--- src/rtl/trap_ind_pkg.sv ---
package trap_ind_pkg;
  localparam int WORD_W = 16;
  localparam int N_HW   = 4;  // par, priv, key, fp
  // word bit numbers (0 = msb) of each hardware condition, index order par,priv,key,fp
  localparam int HW_POS [N_HW] = '{3, 5, 6, 7};
  localparam int OP_W   = 4;   // major opcode, instr bits 0..3
  localparam int EXT_LO = 7;   // extended opcode starts at instr bit 7
  localparam int EXT_W  = 6;
  localparam int FLD_LO = 10;  // copied into word bits 10..15

  function automatic int msb_idx(input int n);
    return WORD_W - 1 - n;
  endfunction

  localparam int OP_TOP  = WORD_W - 1;
  localparam int EXT_TOP = WORD_W - 1 - EXT_LO;
  localparam int FLD_TOP = WORD_W - 1 - FLD_LO;
endpackage

--- src/rtl/trap_cond_mask.sv ---
module trap_cond_mask
  import trap_ind_pkg::*;
(
  input  logic [N_HW-1:0] hw_raw_i,
  input  logic [N_HW-1:0] hw_en_i,
  input  logic            unimpl_i,
  input  logic [OP_W-1:0] major_i,
  output logic [N_HW-1:0] hw_o,
  output logic            unimpl_o,
  output logic            fire_o
);
  assign hw_o     = hw_raw_i & hw_en_i;
  // extended-set instructions only carry major opcode zero
  assign unimpl_o = unimpl_i && (major_i == '0);
  assign fire_o   = (|hw_o) || unimpl_o;
endmodule

--- src/rtl/trap_word_build.sv ---
module trap_word_build
  import trap_ind_pkg::*;
(
  input  logic [N_HW-1:0]   hw_i,
  input  logic              unimpl_i,
  input  logic [EXT_W-1:0]  ext_i,
  output logic [WORD_W-1:0] word_o
);
  always_comb begin
    word_o = '0;
    for (int k = 0; k < N_HW; k++) begin
      word_o[msb_idx(HW_POS[k])] = hw_i[k];
    end
    // field only meaningful when no hardware bit explains the trap
    if (unimpl_i && !(|hw_i)) begin
      word_o[FLD_TOP -: EXT_W] = ext_i;
    end
  end
endmodule

--- src/rtl/trap_seq.sv ---
module trap_seq
  import trap_ind_pkg::*;
#(
  parameter int ADDR_W = 16
) (
  input  logic              clk_i,
  input  logic              rst_ni,
  input  logic              fire_i,
  input  logic [WORD_W-1:0] word_i,
  input  logic [ADDR_W-1:0] addr_i,
  output logic [WORD_W-1:0] word_o,
  output logic [ADDR_W-1:0] lc_o,
  output logic              wr_req_o,
  output logic              vec_req_o
);
  always_ff @(posedge clk_i or negedge rst_ni) begin
    if (!rst_ni) begin
      word_o    <= '0;
      lc_o      <= '0;
      wr_req_o  <= 1'b0;
      vec_req_o <= 1'b0;
    end else begin
      wr_req_o  <= fire_i;
      vec_req_o <= wr_req_o;
      if (fire_i) begin
        word_o <= word_i;
        lc_o   <= addr_i;
      end
    end
  end

  a_r8_vec_after_wr: assert property (@(posedge clk_i) disable iff (!rst_ni)
    wr_req_o |=> vec_req_o);
  a_r8_vec_needs_wr: assert property (@(posedge clk_i) disable iff (!rst_ni)
    vec_req_o |-> $past(wr_req_o));
  a_r9_hold_idle: assert property (@(posedge clk_i) disable iff (!rst_ni)
    !wr_req_o |-> $stable(word_o) && $stable(lc_o));
endmodule

--- src/rtl/trap_indicator_gen.sv ---
module trap_indicator_gen
  import trap_ind_pkg::*;
#(
  parameter int ADDR_W  = 16,
  parameter int IND_LOC = 5,
  parameter int VEC_LOC = 6
) (
  input  logic              clk_i,
  input  logic              rst_ni,
  input  logic              par_err_i,
  input  logic              priv_err_i,
  input  logic              key_err_i,
  input  logic              fp_err_i,
  input  logic              unimpl_i,
  input  logic              par_en_i,
  input  logic              map_en_i,
  input  logic              fp_en_i,
  input  logic [15:0]       instr_i,
  input  logic [ADDR_W-1:0] instr_addr_i,
  output logic [15:0]       word_o,
  output logic [ADDR_W-1:0] lc_o,
  output logic              wr_req_o,
  output logic [ADDR_W-1:0] wr_addr_o,
  output logic              vec_req_o,
  output logic [ADDR_W-1:0] vec_addr_o
);
  logic [N_HW-1:0]   hw_raw, hw_en, hw_q;
  logic              unimpl_ok, fire;
  logic [WORD_W-1:0] word_d;
  logic [EXT_W-1:0]  ext_fld;
  logic              unused_instr_bits;

  assign hw_raw  = {fp_err_i, key_err_i, priv_err_i, par_err_i};
  assign hw_en   = {fp_en_i, map_en_i, map_en_i, par_en_i};
  assign ext_fld = instr_i[EXT_TOP -: EXT_W];
  assign unused_instr_bits = ^{instr_i[OP_TOP-OP_W:EXT_TOP+1], instr_i[EXT_TOP-EXT_W:0]};

  trap_cond_mask u_mask (
    .hw_raw_i (hw_raw),
    .hw_en_i  (hw_en),
    .unimpl_i (unimpl_i),
    .major_i  (instr_i[OP_TOP -: OP_W]),
    .hw_o     (hw_q),
    .unimpl_o (unimpl_ok),
    .fire_o   (fire)
  );

  trap_word_build u_build (
    .hw_i     (hw_q),
    .unimpl_i (unimpl_ok),
    .ext_i    (ext_fld),
    .word_o   (word_d)
  );

  trap_seq #(.ADDR_W(ADDR_W)) u_seq (
    .clk_i     (clk_i),
    .rst_ni    (rst_ni),
    .fire_i    (fire),
    .word_i    (word_d),
    .addr_i    (instr_addr_i),
    .word_o    (word_o),
    .lc_o      (lc_o),
    .wr_req_o  (wr_req_o),
    .vec_req_o (vec_req_o)
  );

  assign wr_addr_o  = ADDR_W'(IND_LOC);
  assign vec_addr_o = ADDR_W'(VEC_LOC);

  localparam int HW_MSK_IDX_PAR = WORD_W - 1 - 3;
  localparam int HW_MSK_IDX_FP  = WORD_W - 1 - 7;

  a_r7_unused_zero: assert property (@(posedge clk_i) disable iff (!rst_ni)
    word_o[15:13] == 3'b000 && !word_o[11] && word_o[7:6] == 2'b00);
  a_r7_field_clear: assert property (@(posedge clk_i) disable iff (!rst_ni)
    wr_req_o && (word_o[12] || word_o[10:8] != 3'b000) |-> word_o[FLD_TOP:0] == '0);
  a_r4_field_copy: assert property (@(posedge clk_i) disable iff (!rst_ni)
    wr_req_o && !word_o[12] && word_o[10:8] == 3'b000 |-> word_o[FLD_TOP:0] == $past(instr_i[EXT_TOP -: EXT_W]));
  a_r6_par_masked: assert property (@(posedge clk_i) disable iff (!rst_ni)
    wr_req_o && !$past(par_en_i) |-> !word_o[HW_MSK_IDX_PAR]);
  a_r6_fp_masked: assert property (@(posedge clk_i) disable iff (!rst_ni)
    wr_req_o && !$past(fp_en_i) |-> !word_o[HW_MSK_IDX_FP]);
  a_r9_lc_capture: assert property (@(posedge clk_i) disable iff (!rst_ni)
    wr_req_o |-> lc_o == $past(instr_addr_i));
endmodule

--- config.mk ---
export PLATFORM = sky130hd
export DESIGN_NAME = trap_indicator_gen
export DESIGN_NICKNAME = d
export VERILOG_FILES = /design/src/rtl/trap_ind_pkg.sv /design/src/rtl/trap_cond_mask.sv /design/src/rtl/trap_word_build.sv /design/src/rtl/trap_seq.sv /design/src/rtl/trap_indicator_gen.sv
export SDC_FILE = /design/constraint.sdc
export NUM_CORES = 1
export LEC_CHECK = 0
export ABC_CLOCK_PERIOD_IN_PS = 1100
export BUFFER_PORTS_ARGS = -buffer_cell sky130_fd_sc_hd__buf_2
export CORE_MARGIN = 8
export CORE_UTILIZATION = 43
export CTS_CLUSTER_SIZE = 25
export DETAILED_ROUTE_END_ITERATION = 8
export GPL_ROUTABILITY_DRIVEN = 1
export PLACE_DENSITY = 0.85
export SYNTH_ARGS = -nofsm -noshare
export SYNTH_HDL_FRONTEND = slang
export SYNTH_SLANG_ARGS = --single-unit
--- constraint.sdc ---
create_clock -name clk_i -period 1.1 [get_ports clk_i]
set_input_delay 0.165 -clock clk_i [delete_from_list [all_inputs] [get_ports clk_i]]
set_output_delay 0.165 -clock clk_i [all_outputs]
set_load 0.01 [all_outputs]
==> summary.md, run 1 <==
| Metric | Value |
|---|---|
| Critical Path Start Type | `register` |
| Via count | `890` |
| Worst min-delay path category | `primary input to register` |
| CP Capture Type | `primary output` |
| # setup viols final | `0` |
| Arrival @ worst endpoint | `890 ps` |
| Switch Pwr | `around 0.6 mW` |
| Die Span Y | `73.55 um` |
| Critical path's top delay family | `flip-flops` |
| Total Power | `2.356 mW` |
| Row count | `21` |
| Yosys warnings | `0` |
| Final Slew Violations | `0` |
| Mapped cell area | `between 1000 and 1500 sq um` |
| Ports | `108` |
| CTS root buf | `clkbuf_4` |
| Avg Cell Area, Syn | `13.06 sq um` |
| Sequential area share after synthesis | `49.21%` |
| GR Overflow Total | `0` |
| HPWL Detailed | `2.632 mm` |
| Setup CP Type | `register to primary output` |
| WP data required | `940 ps` |
| Maximum number of pins on one net before global-route repair | `18` |
| Setup WS pre-CTS | `-302.2 ps` |
| Leading area contributor after synthesis | `dfrtp_1` |
| Max Cap Viol | `0` |
| Total Routing Usage GR | `10.45%` |
| Combinational power share | `between 20% and 30%` |
| Slowest cell on crit path | `dfrtp_1` |
| First-pass iteration count of the detailed router | `2` |
| Area growth syn-to-layout | `24.96%` |
| Hold Vio Cnt, Final | `0` |
| Buf+Inv Stages, Crit Path | `1` |
| Unrepaired setup endpoints after global routing | `yes` |
| WL per Instance | `13.57 um` |
| # diodes | `0` |
| DIE AREA | `5409 sq um` |
| Worst VDD drop | `0.6131 mV` |
| Post-Layout Cell Count | `227` |
| Post-layout util | `54.61%` |
| Clk pwr share | `28.2%` |
| Vias/cell | `3.921` |
| Vias in the first global route | `954` |
| Top cells by area, synth | `dfrtp_1, buf_4, mux2_4, mux2i_1, a22o_1` |
| Final worst path period share | `between 90 and 100%` |
| Worst Skew | `0.09234 ps` |
| Number of routed nets with antenna violations | `0` |
| #FFs+latches synth | `28` |
| CP max stage delay | `420 ps` |
| Outcome | `finished, final reports clean` |
| Remaining DRCs | `0` |
| Net count reported at finish | `224` |
| Static leakage | `0.9785 nW` |
| Drt total wl | `3.081 mm` |
| Crit path cell chain | `buf_2` |
| CTS tree | `done` |
| Sequential power share | `about half` |
| Placed Cells | `220` |
| Core Box Area | `3258 sq um` |
| Initial antenna violation count | `0` |
| Clock buffer count from CTS | `3` |
| Sink Count | `28` |
| Placer Congestion | `between 0.6 and 0.7` |
| Clock Tree Buf Depth | `2` |
| Hold path cells | `2` |
| Post-CTS sizing | `0` |
| Placed inst area | `1702 sq um` |
| Sw Share | `about a quarter` |
| Max Fanout on Critical Path | `2` |
| Initial core utilization | `~44%` |
| I/O Buffers | `63` |
| Cell count after synthesis | `109` |
| Netlist cell types | `16` |
| Top-area cell type share of the netlist area | `around half` |
| Internal power | `about 1.8 mW` |
| Finished Cell Area | `1779 sq um` |
| Min Tclk post-route | `1055 ps` |
| PD cells | `1324 nW/um^2` |
| First-pass GRT wire length | `4.395 mm` |
| Layout cells sized above 1 | `51.93%` |
| Crit path depth | `1` |
| Worst-case reg-to-reg path depth | `2` |
| Initial DRC count | `12` |
| Skew-Pair Late Insertion Delay | `320 ps` |
| Die Wd | `73.55 um` |
| Clk slew on worst S/H paths | `150 ps` |
| H-tree levels | `1` |
| Peak Freq | `947.6 MHz` |
| Setup WS post-layout | `44.71 ps` |
state kept, by name, indices dropped and copies added, names as in the netlist:
register / flops
u_seq.lc_o: 16
u_seq.word_o: 10
u_seq.vec_req_o: 1
u_seq.wr_req_o: 1
final cells by class:
class | count | area (sq um)
fillers | 303 | 1479
multi-input cells | 76 | 554.3
clock inverters | 1 | 30.03
repair buffers | 72 | 410.4
clock buffers | 3 | 22.52
flip-flops and latches | 28 | 700.7
well taps | 46 | 57.56
inverters | 1 | 3.754
worst reg2reg max path: stages (launching register included):
cell and delay, ps:
dfrtp_1 410, buf_4 130, mux2_4 240
metrics by stage:
step | TNS (ps) | hold slack [ps]
after global routing | -8.798 | 26.71
after global placement | -4666 | 77.65
after floorplan | -5176 | -130.6
after CTS | 0 | 45.11
after detailed placement | -5626 | 80.54
final | 0 | 60.94
layer usage:
layer	wire length [um]	GRT usage, %
met2	1543	18.31
met1	1128	10.88
met5	0	0
met4	51	4.435
met3	357	3.820
synth_stat cells:
cell type  count
nor2_1         6
nor2_2         1
buf_4         38
mux2i_1        6
nand2_1        1
mux2_2         1
conb_1         2
nor4_4         1
o21ai_0        1
mux2_4        15
a22oi_1        1
inv_1          1
nand2b_1       1
dfrtp_1       28
buf_6          2
a22o_1         4
cell usage in the layout, fill, tap and decap left out:
master / instances
inv_1: 1
nand2b_4: 1
bufinv_16: 1
dlygate4sd3_1: 1
conb_1: 38
mux2_2: 1
buf_4: 6
a22oi_1: 1
mux2_4: 15
dfrtp_1: 28
clkbuf_4: 3
o21ai_0: 1
nor2_1: 6
nor4_4: 1
nand2_1: 1
a22o_1: 4
buf_2: 63
nor2_2: 1
buf_12: 2
mux2i_1: 6
cells by family after synthesis:
logic type | share of synthesized area, %
AOI/OAI and AO/OA | 3.339
buffers and inverters | 21.88
DFF | 49.21
muxes | 20.83
other | 0.5274
and+or+nand+nor | 4.218
final timing paths:
check / start / end / slack [ps]
max in group asynchronous: rst_ni / u_seq.lc_o[4] / 460
min: instr_addr_i[6] / u_seq.lc_o[6] / 60
max reg2reg: u_seq.lc_o[2] / u_seq.lc_o[2] / 220
min in group asynchronous: rst_ni / u_seq.lc_o[11] / 260
min reg2reg: u_seq.wr_req_o / u_seq.vec_req_o / 390
max: u_seq.word_o[8] / word_o[8] / 40
power by group through the flow:
stage / registers (mW) / clock network, mW / logic (mW)
finish: 1.16 / 0.663 / 0.530
global route: 1.17 / 0.735 / 0.577
CTS: 1.16 / 0.683 / 0.525
detailed placement: 1.18 / 0 / 0.523
global placement: 1.18 / 0 / 0.509
floorplan: 1.23 / 0 / 0.342
timing repair:
| item | 4_1_cts | 5_1_grt |
|---|---|---|
| buffers inserted | 0 | 2 |
| endpoints found under the hold margin | 28 | 0 |
| setup endpoints to repair | 0 | 4 |
| hold buffers | 1 | 0 |
Note: power is estimated with default switching activity, not from simulation.
==> run 2, diff against run 1 <==
Settings changed: CAP_MARGIN set to 10, CELL_PAD_IN_SITES_DETAIL_PLACEMENT set to 1, CELL_PAD_IN_SITES_GLOBAL_PLACEMENT set to 1, CORE_UTILIZATION 43 to 31, PLACE_DENSITY 0.85 to not set, PLACE_DENSITY_LB_ADDON set to 0.1.
==> run 2 against run 1 <==
Via count is 5.4% higher. Utilization down 12 points. Combinational power increased by 7.0%. Cell count rose by 3.1%. Critical endpoint is now u_seq.lc_o[9]. Critical path type is now primary input to register.
==> summary.md, run 2 (same netlist as run 1, synthesis figures left out) <==
| Metric | Value |
|---|---|
| Finished Cell Area | `1861 sq um (+4.6%)` |
| Worst-case reg-to-reg path depth | `1 (-1)` |
| Total Power | `2.536 mW (+7.6%)` |
| Post-Layout Cell Count | `234 (+3.1%)` |
| Die Wd | `83.77 um (+14%)` |
| Placer Congestion | `0.7302 (+6.9%)` |
| Setup TNS | `0 ps (unchanged)` |
| Die Span Y | `83.77 um (+14%)` |
| Max Cap Viol | `0 (unchanged)` |
| CP Capture Type | `register` |
| Maximum number of pins on one net before global-route repair | `29 (+11)` |
| Area growth syn-to-layout | `30.67%` |
| Net count reported at finish | `225 (+0.45%)` |
| Row count | `24 (+14%)` |
| Min Tclk post-route | `1099 ps (+43.25 ps)` |
| Reg area | `700.7 sq um (unchanged)` |
| Final Slew Violations | `0 (unchanged)` |
| I/O Buffers | `63 (unchanged)` |
| Initial core utilization | `32.48% (-11 points)` |
| Number of routed nets with antenna violations | `0 (unchanged)` |
| Least-Margin Pin Slew | `just over 600 ps` |
| Hold Vio Cnt, Final | `0 (unchanged)` |
| Drt total wl | `3.613 mm (+17%)` |
| Worst Skew | `0.1411 ps (+0.04877 ps)` |
| Outcome | `finished, final reports clean` |
| Ports | `108 (unchanged)` |
| Remaining DRCs | `0 (unchanged)` |
| Clock buffer count from CTS | `3 (unchanged)` |
| Final worst path period share | `99.87% (+3.9 points)` |
| Sink Count | `28 (unchanged)` |
| Most frequent cells in the layout | `buf_2, conb_1, dfrtp_1` |
| Initial DRC count | `27 (+15)` |
| Max Fanout on Critical Path | `8 (+6)` |
| Max reg flops | `16 (unchanged)` |
| Unrepaired setup endpoints after global routing | `yes` |
| Worst min-delay path category | `primary input to register` |
| Clk slew on worst S/H paths | `90 ps (-60 ps)` |
| H-tree levels | `1 (unchanged)` |
| Post-layout util | `42.44% (-12 points)` |
| Most common cell after layout, fill and taps aside | `buf_2` |
| Worst hold endpoint | `u_seq.lc_o[10]` |
| Worst hold start | `instr_addr_i[10]` |
| Skew-Pair Late Insertion Delay | `270 ps (-50 ps)` |
| Vias/cell | `4.009 (+2.2%)` |
| Filler cells | `510 (+68%)` |
| Peak Freq | `910.3 MHz (-3.9%)` |
| GR Overflow Total | `0 (unchanged)` |
| Register-to-register setup slack | `340 ps (+120 ps)` |
| Hold path cells | `2 (unchanged)` |
| Critical Path Start Type | `primary input` |
| Area taken by multi-input logic gates | `566.8 sq um (+2.3%)` |
| Setup WS pre-CTS | `-282.4 ps (+19.75 ps)` |
| Worst VDD drop | `0.7293 mV (+19%)` |
| Layout cells sized above 1 | `53.30% (+1.4 points)` |
| Core Box Area | `4384 sq um (+35%)` |
| Biggest regs | `u_seq.lc_o x16, u_seq.word_o x10` |
| First-pass iteration count of the detailed router | `2 (unchanged)` |
| Via count | `938 (+5.4%)` |
| Initial antenna violation count | `0 (unchanged)` |
| Placed inst area | `1689 sq um (-0.74%)` |
| Most flops, register | `u_seq.lc_o` |
| Clock Tree Buf Depth | `2 (unchanged)` |
| HPWL Detailed | `2.949 mm (+12%)` |
| Critical R2R Capture | `u_seq.lc_o[9]` |
| Arrival @ worst endpoint | `1260 ps (+370 ps)` |
| CTS tree | `done` |
| Setup CP Type | `primary input to register` |
| PD cells | `1363 nW/um^2 (+2.9%)` |
| Setup WS post-layout | `1.460 ps (-43.25 ps)` |
| CTS root buf | `clkbuf_8` |
| WP data required | `1270 ps (+330 ps)` |
| WHS | `114.2 ps (+53.23 ps)` |
| DIE AREA | `7017 sq um (+30%)` |
| # diodes | `0 (unchanged)` |
| Worst rel slew slack | `59.61%` |
| Total Routing Usage GR | `9.638% (-0.81 points)` |
| First-pass GRT wire length | `5.616 mm (+28%)` |
| Worst r2r src | `u_seq.lc_o[9]` |
| Vias in the first global route | `1122 (+18%)` |
| WL per Instance | `15.44 um (+14%)` |
| Placed Cells | `225 (+2.3%)` |
| Static leakage | `1.005 nW (+2.7%)` |
| # setup viols final | `0 (unchanged)` |
-- run 2: changes by cell type in the layout (fill, tap and decap cells not counted), sizes merged --
cell    change
clkbuf      +2
buf         -1
-- run 2: cell type report --
cell class                      instances  area share [%]
Sequential cell                        28           37.66
Multi-Input combinational cell         76           30.46
Timing Repair Buffer                   73           24.34
Tap cell                               52           3.497
Clock buffer                            3           2.219
Clock inverter                          1           1.614
Inverter                                1          0.2017
-- run 2: worst max path at each step --
stage | from | end | slack [ps] | cells after the start
floorplan | instr_i[14] | u_seq.lc_o[0] | -300 | 5
global placement | priv_err_i | u_seq.lc_o[7] | -280 | 6
detailed placement | par_err_i | u_seq.lc_o[7] | -280 | 6
CTS | par_err_i | u_seq.lc_o[7] | 20 | 6
global route | par_en_i | u_seq.lc_o[4] | -30 | 6
finish | par_en_i | u_seq.lc_o[9] | 1 | 6
-- run 2: power by group --
part | internal, mW | leakage, nW | switching, mW
Clock | 0.487 | 0.0357 | 0.316
Combinational | 0.292 | 0.627 | 0.274
Sequential | 1.12 | 0.342 | 0.0485
-- run 2: worst max-delay path, cell delays in order --
cell       delay (ps)
buf_6              90
a22oi_2           180
nand2_2           100
nor2_4            220
clkbuf_16         210
mux2_4            290
-- run 2: what timing repair did --
action                     in CTS  in global routing
buffers inserted                0                  2
hold endpoints to repair       28                  0
setup endpoints to repair       0                  1
resized for setup               0                  6
hold buffers                    1                  0
-- run 2: routing by layer --
layer	share of wire (%)	GRT usage, %	vias up
li1	-	-	428
met1	40	10.51	447
met2	50	16.49	59
met3	8.2	3.223	4
met4	1.5	4.239	0
met5	0	0	-
==> run 3, diff against run 2 <==
Settings changed: CORE_ASPECT_RATIO set to 1.1.
==> run 3 against run 2 <==
The run now ends with setup timing left. Combinational power shrank 1%. Largest power group unchanged. Via count fell by 1.2%. Count of clock-buffer cells in the layout grew 1. Cell count rose by 1.3%.
==> summary.md, run 3 (same netlist as run 1, synthesis figures left out) <==
| Metric | Value |
|---|---|
| Outcome | `finished with violations` |
| Failing checks | `setup timing` |
| Critical Path Start Type | `primary input` |
| Skew-Pair Late Insertion Delay | `260 ps (about the same)` |
| HPWL Detailed | `2.965 mm (+0.56%)` |
| Finished Cell Area | `1838 sq um (-1.2%)` |
| Drt total wl | `3.604 mm (-0.25%)` |
| CTS tree | `done` |
| Critical path origin | `par_en_i` |
| Worst VDD drop | `0.3811 mV (-48%)` |
| Placer Congestion | `0.6958 (-4.7%)` |
| Placed inst area | `1702 sq um (+0.74%)` |
| Register-to-register setup slack | `330 ps (about the same)` |
| Total Power | `2.340 mW (-7.7%)` |
| Critical path's top delay family | `simple AND/OR/NAND/NOR gates` |
| Hold Vio Cnt, Final | `0 (unchanged)` |
| Sink Count | `28 (unchanged)` |
| Vias in the first global route | `1050 (-6.4%)` |
| Clk slew on worst S/H paths | `90 ps (about the same)` |
| Setup WS pre-CTS | `-284.3 ps (-1.901 ps)` |
| Remaining DRCs | `0 (unchanged)` |
| First-pass GRT wire length | `5.306 mm (-5.5%)` |
| Net count reported at finish | `224 (-0.44%)` |
| Crit path depth | `6 (unchanged)` |
| Die Span Y | `87.08 um (+4.0%)` |
| Min Tclk post-route | `1106 ps (+7.476 ps)` |
| Row count | `26 (+8.3%)` |
| Setup WS post-layout | `-6.016 ps (-7.476 ps)` |
| Maximum number of pins on one net before global-route repair | `29 (unchanged)` |
| Worst min-delay path category | `primary input to register` |
| Initial DRC count | `26 (-3.7%)` |
| Slowest cell on crit path | `mux2_4` |
| WL per Instance | `15.21 um (-1.5%)` |
| Max Fanout on Critical Path | `6 (-2)` |
| First-pass iteration count of the detailed router | `2 (unchanged)` |
| Peak Freq | `904.1 MHz (-0.68%)` |
| Setup CP Type | `primary input to register` |
| GR Overflow Total | `0 (unchanged)` |
| Setup TNS | `-16.04 ps (-16.04 ps)` |
| Arrival @ worst endpoint | `1260 ps (about the same)` |
| CP Capture Type | `register` |
| Clock Tree Buf Depth | `2 (unchanged)` |
| Worst rel slew slack | `58.42% (-1.2 points)` |
| WP data required | `1260 ps (about the same)` |
| Biggest regs | `u_seq.lc_o x16, u_seq.word_o x10` |
| Ports | `108 (unchanged)` |
| Via count | `927 (-1.2%)` |
| H-tree levels | `1 (unchanged)` |
| Vias/cell | `3.911 (-2.4%)` |
| Critical R2R Capture | `u_seq.lc_o[0]` |
| Worst Skew | `0.01621 ps (-0.1249 ps)` |
| Initial core utilization | `31.49% (-0.99 points)` |
| # setup viols final | `3 (+3)` |
| I/O Buffers | `63 (unchanged)` |
| Buf+Inv Stages, Crit Path | `2 (unchanged)` |
| Layout cells sized above 1 | `53.59% (+0.29 points)` |
| Final worst path period share | `100.5% (+0.68 points)` |
| Worst r2r src | `u_seq.lc_o[0]` |
| Crit path cell chain | `buf_6 > a22oi_2 > nand2_2 > nor2_4 > clkbuf_16 > mux2_4` |
| # diodes | `0 (unchanged)` |
| Most common cell after layout, fill and taps aside | `buf_2` |
| Max Cap Viol | `0 (unchanged)` |
| Worst-case reg-to-reg path depth | `1 (unchanged)` |
| Area growth syn-to-layout | `29.09%` |
| Total Routing Usage GR | `9.576% (-0.063 points)` |
| Most flops, register | `u_seq.lc_o` |
| Filler cells | `533 (+4.5%)` |
| DIE AREA | `7020 sq um (about the same)` |
| Worst setup path end | `u_seq.lc_o[11]` |
| Clock buffer count from CTS | `3 (unchanged)` |
| Number of routed nets with antenna violations | `0 (unchanged)` |
| Core Box Area | `4522 sq um (+3.1%)` |
| Die Wd | `80.62 um (-3.8%)` |
| Final Slew Violations | `0 (unchanged)` |
| Max reg flops | `16 (unchanged)` |
| Static leakage | `0.9906 nW (-1.4%)` |
| CTS root buf | `clkbuf_8` |
| Most frequent cells in the layout | `buf_2, conb_1, dfrtp_1` |
| CP max stage delay | `300 ps (about the same)` |
| Unrepaired setup endpoints after global routing | `yes` |
| Least-Margin Pin Slew | `623.8 ps (+17.87 ps)` |
| Initial antenna violation count | `0 (unchanged)` |
| PD cells | `1273 nW/um^2 (-6.6%)` |
## run 3: what timing repair did
action	4_1_cts	5_1_grt
setup buffers	0	1
gates cloned	0	1
gates resized for setup	4	6
hold endpoints to repair	28	0
pin swaps	0	3
endpoints found under the setup margin	3	15
hold buffers	1	0
## run 3: area by class of cell
class / instances / area, sq um / share of cell area, %
timing repair buffer: 72 / 437.9 / 23.83
clock buffer: 4 / 55.05 / 2.995
tap: 56 / 70.07 / 3.812
inverter: 1 / 3.754 / 0.2042
sequential: 28 / 700.7 / 38.12
multi-input combinational: 76 / 570.5 / 31.04
## run 3: per-layer routing
metal  share of wire, %  vias up  track usage [%]
met5                  0        -                0
met4                1.1        0            3.974
met3                8.5        2            2.893
met2                 55       51            17.15
met1                 36      448            9.963
li1                   -      426                -
## run 3: through the flow
step	util, %	cells	hold WS, ps
final	40.65	237	121.4
after global routing	40.65	237	115.6
after CTS	39.40	235	114.1
after detailed placement	37.63	230	226.9
after global placement	37.63	230	216.3
after floorplan	-	145	-130.6
## run 3: worst min path at each step
stage                     startpoint        endpoint  slack (ps)  cells past startpoint
floorplan                     rst_ni   u_seq.lc_o[0]        -130                      0
global placement              rst_ni   u_seq.lc_o[6]         220                      1
detailed placement            rst_ni   u_seq.lc_o[4]         230                      1
CTS                 instr_addr_i[12]  u_seq.lc_o[12]         110                      2
global route         instr_addr_i[8]   u_seq.lc_o[8]         120                      2
finish              instr_addr_i[12]  u_seq.lc_o[12]         120                      2
## run 3: where the power goes
group | switching (mW) | total (mW) | internal [mW]
clock | 0.295 | 0.615 | 0.320
sequential | 0.0471 | 1.16 | 1.12
combinational | 0.276 | 0.561 | 0.286
